[src/rtl/fpx_pkg.sv]
package fpx_pkg;
    localparam int COND_W = 8;
    localparam int FLAG_W = 6;

    // condition bit positions inside one lane
    localparam int C_SNAN = 0;
    localparam int C_QNAN = 1;
    localparam int C_OINV = 2;
    localparam int C_DZ   = 3;
    localparam int C_DEN  = 4;
    localparam int C_OVF  = 5;
    localparam int C_UNF  = 6;
    localparam int C_INX  = 7;

    // flag / mask / cause bit positions
    localparam int F_INV = 0;
    localparam int F_DEN = 1;
    localparam int F_DZ  = 2;
    localparam int F_OVF = 3;
    localparam int F_UNF = 4;
    localparam int F_INX = 5;

    typedef logic [COND_W-1:0] cond_vec_t;
    typedef logic [FLAG_W-1:0] flag_vec_t;
endpackage

[src/rtl/fpx_lane_arb.sv]
module fpx_lane_arb
    import fpx_pkg::*;
(
    input  cond_vec_t cond_i,
    input  logic      any_nan_inv_i,
    input  logic      lane_en_i,
    input  flag_vec_t mask_i,
    output flag_vec_t rep_o
);
    logic      hit_top, hit_quiet;
    logic      go_mid, go_den, go_rng, go_inx;
    flag_vec_t mid_rep, rng_rep;

    always_comb begin
        // levels one and two end arbitration for the lane
        hit_top   = lane_en_i & (cond_i[C_SNAN] | (any_nan_inv_i & cond_i[C_QNAN]));
        hit_quiet = lane_en_i & cond_i[C_QNAN] & ~any_nan_inv_i;
        go_mid    = lane_en_i & ~hit_top & ~hit_quiet;

        mid_rep        = '0;
        mid_rep[F_INV] = cond_i[C_OINV];
        mid_rep[F_DZ]  = cond_i[C_DZ];
        go_den = go_mid & ~(|(mid_rep & ~mask_i));
        go_rng = go_den & ~(cond_i[C_DEN] & ~mask_i[F_DEN]);

        rng_rep        = '0;
        rng_rep[F_OVF] = cond_i[C_OVF];
        rng_rep[F_UNF] = cond_i[C_UNF];
        go_inx = go_rng & ~(|(rng_rep & ~mask_i));

        rep_o        = '0;
        rep_o[F_INV] = hit_top;
        if (go_mid) rep_o = rep_o | mid_rep;
        rep_o[F_DEN] = go_den & cond_i[C_DEN];
        if (go_rng) rep_o = rep_o | rng_rep;
        rep_o[F_INX] = go_inx & cond_i[C_INX];
    end
endmodule

[src/rtl/fpx_sticky.sv]
module fpx_sticky
    import fpx_pkg::*;
(
    input  logic      clk_i,
    input  logic      rst_ni,
    input  flag_vec_t set_i,
    input  flag_vec_t clr_i,
    output flag_vec_t flags_o
);
    flag_vec_t flags_q, flags_d;

    always_comb flags_d = (flags_q & ~clr_i) | set_i;

    always_ff @(posedge clk_i or negedge rst_ni) begin
        if (!rst_ni) flags_q <= '0;
        else         flags_q <= flags_d;
    end

    assign flags_o = flags_q;

    AST_FLAG_HOLD: assert property (@(posedge clk_i) disable iff (!rst_ni)
        ((($past(flags_q) & ~$past(clr_i)) & ~flags_q) == '0));
    AST_SET_WINS: assert property (@(posedge clk_i) disable iff (!rst_ni)
        (($past(set_i) & ~flags_q) == '0));
    AST_NO_SPONTANEOUS: assert property (@(posedge clk_i) disable iff (!rst_ni)
        ((flags_q & ~$past(flags_q) & ~$past(set_i)) == '0));
endmodule

[src/rtl/fpx_arbiter.sv]
module fpx_arbiter
    import fpx_pkg::*;
#(
    parameter int MAX_LANES = 4
) (
    input  logic                        clk_i,
    input  logic                        rst_ni,
    input  logic                        op_valid_i,
    input  logic                        lane_cnt4_i,
    input  logic                        any_nan_inv_i,
    input  logic [MAX_LANES*COND_W-1:0] cond_i,
    input  logic [FLAG_W-1:0]           mask_i,
    input  logic [FLAG_W-1:0]           clr_i,
    output logic [FLAG_W-1:0]           flags_o,
    output logic                        trap_o,
    output logic [FLAG_W-1:0]           cause_o
);
    localparam int HALF = MAX_LANES / 2;

    flag_vec_t lane_rep [MAX_LANES];
    logic [MAX_LANES-1:0] lane_en;
    flag_vec_t merged, unmasked, set_vec;

    for (genvar l = 0; l < MAX_LANES; l++) begin : g_lane
        assign lane_en[l] = lane_cnt4_i | (l < HALF);

        fpx_lane_arb u_arb (
            .cond_i        (cond_i[l*COND_W +: COND_W]),
            .any_nan_inv_i (any_nan_inv_i),
            .lane_en_i     (lane_en[l]),
            .mask_i        (mask_i),
            .rep_o         (lane_rep[l])
        );

        AST_LANE_OFF: assert property (@(posedge clk_i) disable iff (!rst_ni)
            !lane_en[l] |-> (lane_rep[l] == '0));
        AST_TOP_ONLY_INV: assert property (@(posedge clk_i) disable iff (!rst_ni)
            (lane_en[l] && cond_i[l*COND_W + C_SNAN]) |-> (lane_rep[l] == flag_vec_t'(1)));
        AST_QNAN_SILENT: assert property (@(posedge clk_i) disable iff (!rst_ni)
            (!any_nan_inv_i && cond_i[l*COND_W + C_QNAN] && !cond_i[l*COND_W + C_SNAN])
                |-> (lane_rep[l] == '0));
    end

    always_comb begin
        merged = '0;
        for (int l = 0; l < MAX_LANES; l++) merged = merged | lane_rep[l];
        unmasked = merged & ~mask_i;
        trap_o   = op_valid_i & (|unmasked);
        cause_o  = trap_o ? unmasked : '0;
        set_vec  = op_valid_i ? merged : '0;
    end

    fpx_sticky u_sticky (
        .clk_i   (clk_i),
        .rst_ni  (rst_ni),
        .set_i   (set_vec),
        .clr_i   (clr_i),
        .flags_o (flags_o)
    );

    AST_TRAP_NEEDS_VALID: assert property (@(posedge clk_i) disable iff (!rst_ni)
        trap_o |-> op_valid_i);
    AST_CAUSE_UNMASKED: assert property (@(posedge clk_i) disable iff (!rst_ni)
        trap_o |-> (((cause_o & mask_i) == '0) && (cause_o != '0)));
    AST_CAUSE_IDLE: assert property (@(posedge clk_i) disable iff (!rst_ni)
        !trap_o |-> (cause_o == '0));
endmodule

[config.mk]
export PLATFORM = sky130hd
export DESIGN_NAME = fpx_arbiter
export DESIGN_NICKNAME = d
export VERILOG_FILES = /design/src/rtl/fpx_pkg.sv /design/src/rtl/fpx_lane_arb.sv /design/src/rtl/fpx_sticky.sv /design/src/rtl/fpx_arbiter.sv
export SDC_FILE = /design/constraint.sdc
export NUM_CORES = 1
export LEC_CHECK = 0
export BUFFER_PORTS_ARGS = -buffer_cell sky130_fd_sc_hd__buf_2
export CORE_UTILIZATION = 30
export CTS_BUF_LIST = sky130_fd_sc_hd__clkbuf_4 sky130_fd_sc_hd__clkbuf_8 sky130_fd_sc_hd__clkbuf_16
export DETAILED_ROUTE_END_ITERATION = 6
export SLEW_MARGIN = 20
export SYNTH_ARGS = -nofsm -noshare
export SYNTH_HDL_FRONTEND = slang
export SYNTH_SLANG_ARGS = --single-unit
[constraint.sdc]
create_clock -name clk_i -period 4.4 [get_ports clk_i]
set_clock_uncertainty 0.1 [all_clocks]
set_input_delay 0.88 -clock clk_i [delete_from_list [all_inputs] [get_ports clk_i]]
set_output_delay 0.88 -clock clk_i [all_outputs]
set_load 0.1 [all_outputs]
==> summary.md <==
• Tcrit/Tclk final: 0.841
• I/O Buffers: 61
• Boundary Pins: 62
• number of max-slew violations in the final report: 0
• max-cap violations: 0
• Worst Hold Slack: 0.350 ns
• part of the Yosys area used for sequential elements: 0.200
• largest fanout on the critical path: 3
• first-pass GRT wire length: 3.59 mm
• worst slew margin relative to its limit: 0.682
• CTS root buffer: sky130_fd_sc_hd__clkbuf_4
• highest ir drop seen on vdd: 0.000188 V
• Inst Count DP: 184
• horizontal extent of the die: 52.1 µm
• HPWL after DPL: 1.98 mm
• worst path buffer plus inverter count: 2
• synth warn: 0
• cell chain of the critical path: buf_2, or3b_1, a2111oi_2, and3_1, o31ai_1, a41oi_2, buf_2
• post-synth design cell area: 752 µm²
• flops & latches, synth: 6
• shortest clock period the worst path allows after layout: 3.70 ns
• final-stage net count: 210
• Mean Syn Cell Area: 7.83 µm²
• commonest register cell after synthesis: sky130_fd_sc_hd__dfrtp_1
• library cell appearing most often on the critical path: sky130_fd_sc_hd__buf_2
• Hold Path Class: primary input to asynchronous set/reset pin
• DR WL/cell: 11.6 µm
• pre-CTS setup slack: 0.700 ns
• die height: 52.1 µm
• cell with the most instances after synthesis: sky130_fd_sc_hd__inv_1
• number of global-route vias before repair: 923
• clock sink total: 6
• setup slack of the most critical reg-to-reg path: 3.61 ns
• transition at the pin with the smallest max-transition slack: 0.465 ns
• CTS tree: done
• Slowest cell on crit path: sky130_fd_sc_hd__buf_2
• post-cts hold buffer count: 0
• CTS H-tree depth: 1
• CP Class: primary input to primary output
• post-DR vias/cell: 5.14
• share of cells above drive strength 1: 0.447
• number of buffers inserted to repair setup after CTS: 0
• kind of capture point of the worst setup path: primary output
• stage delay of the slowest cell on the critical path: 0.45 ns
• initial antenna violation count: 0
• arrival time at the worst endpoint: 2.72 ns
• number of flip-flops in the largest register: 6
• Non-Filler Instances: 187
• run status: finished clean
• Commonest cells post-synth: sky130_fd_sc_hd__inv_1, sky130_fd_sc_hd__nor2_1
• pwr dens: 222 nW/µm²
• number of synthesized flops with an enable pin: 0
• final sum of negative setup slack: 0 ns
• upper clock frequency limit: 270 MHz
• post-layout utilization of the core: 0.483
• total count of hold-check failures in the final report: 0
• cell type group with the largest total delay on the critical path: simple AND/OR/NAND/NOR gates
• initial detailed-routing violation count: 15
• routed wire length: 2.17 mm
• overall die area: 2710 µm²
• cell count after synthesis: 96
• post-synthesis net count: 145
• std cell rows: 17
• share of Yosys cell area claimed by the top area cell type: 0.200
• Netlist cell types: 38
• ranking of synthesized cells by area: sky130_fd_sc_hd__dfrtp_1, sky130_fd_sc_hd__inv_1, sky130_fd_sc_hd__nor2b_1
• total CTS buffers: 3
• number of detailed-route iterations in the first pass: 4
• Remaining Overflow, GRT: 0
• Leakage Power: 0.610 nW
• number of nets still failing antenna checks after routing: 0
• number of antenna diodes: 0
• required time of the worst setup path: 3.42 ns
• Async S/R FF share, synth: 1.00
• number of buffers on the longest clock path: 2
• worst path setup slack after routing: 0.699 ns
• vias: 961
• largest net degree at the start of global routing: 10
• core region area: 2300 µm²
• largest area contributor in the synthesized netlist: sky130_fd_sc_hd__dfrtp_1
• global routing usage summed across all routing layers: 0.178
• remaining routing DRC violations: 0
• clock slew seen by the registers of the worst setup and hold paths: 0.04 ns
• cts repair resizes: 0
• initial core utilization: 0.327
• final setup vio count: 0
• critical path launch point type: primary input
• setup repair after global routing missed its margin: false
• Area Growth Syn to Fin: 47.6%
• later-pin clock latency in the skew report: 0.24 ns
• final estimated routing congestion in global placement: 0.760
-- worst paths after layout --
kind | from | end | cells after the start
min | rst_ni | u_sticky.flags_o[2] | 1
max reg2reg | u_sticky.flags_o[3] | u_sticky.flags_o[3] | 1
min in group clk_i | u_sticky.flags_o[4] | u_sticky.flags_o[4] | 1
max in group asynchronous | rst_ni | u_sticky.flags_o[5] | 1
min reg2reg | u_sticky.flags_o[4] | u_sticky.flags_o[4] | 1
max | cond_i[17] | trap_o | 7
-- cells by family (layout without fill, tap and decap cells) --
| kind of cell | count (synthesis) | in the layout | share of synthesized area |
|---|---|---|---|
| compound gates | 32 | 32 | 0.393 |
| flops | 6 | 6 | 0.200 |
| simple gates | 38 | 38 | 0.306 |
| buf+inv | 20 | 83 | 0.101 |
-- power breakdown --
| part | internal [W] | switching (W) |
|---|---|---|
| logic | 0.0000389 | 0.0000953 |
| clock network | 0.0000308 | 0.0000190 |
| registers | 0.0000604 | 0.00000225 |
| total | 0.000130 | 0.000116 |
-- stage by stage --
step / total power, W / cell area, µm²
after floorplan: 0.000156 / 752
after global placement: 0.000197 / 1090
after detailed placement: 0.000198 / 1090
after CTS: 0.000250 / 1110
after global routing: 0.000264 / 1110
final: 0.000247 / 1110
-- per-layer routing --
layer | track usage | wire [µm]
met1 | 0.217 | 976
met2 | 0.306 | 1020
met3 | 0.0468 | 165
met4 | 0.0405 | 0
met5 | 0 | 0
-- area by class of cell --
| cell class | instances | area (µm²) |
|---|---|---|
| multi-input cells | 70 | 526 |
| clock buffers | 3 | 22.5 |
| inverters | 19 | 71.3 |
| well taps | 28 | 35.0 |
| fillers | 248 | 1190 |
| flip-flops and latches | 6 | 150 |
| repair buffers | 61 | 305 |
-- layout by cell type (no fill, tap or decap), types with 2 or more instances in the layout --
| cell type | instances |
|---|---|
| sky130_fd_sc_hd__a2111oi_2 | 2 |
| sky130_fd_sc_hd__a22o_1 | 4 |
| sky130_fd_sc_hd__a22oi_1 | 2 |
| sky130_fd_sc_hd__a2bb2o_1 | 2 |
| sky130_fd_sc_hd__and3_1 | 3 |
| sky130_fd_sc_hd__buf_2 | 61 |
| sky130_fd_sc_hd__clkbuf_4 | 3 |
| sky130_fd_sc_hd__dfrtp_1 | 6 |
| sky130_fd_sc_hd__inv_1 | 19 |
| sky130_fd_sc_hd__nand2_1 | 6 |
| sky130_fd_sc_hd__nand2b_1 | 2 |
| sky130_fd_sc_hd__nand4_1 | 2 |
| sky130_fd_sc_hd__nor2_1 | 7 |
| sky130_fd_sc_hd__nor2b_1 | 6 |
| sky130_fd_sc_hd__o21ai_0 | 6 |
| sky130_fd_sc_hd__o31ai_1 | 3 |
| sky130_fd_sc_hd__or2_1 | 3 |
(Power assumes the default switching activity.)
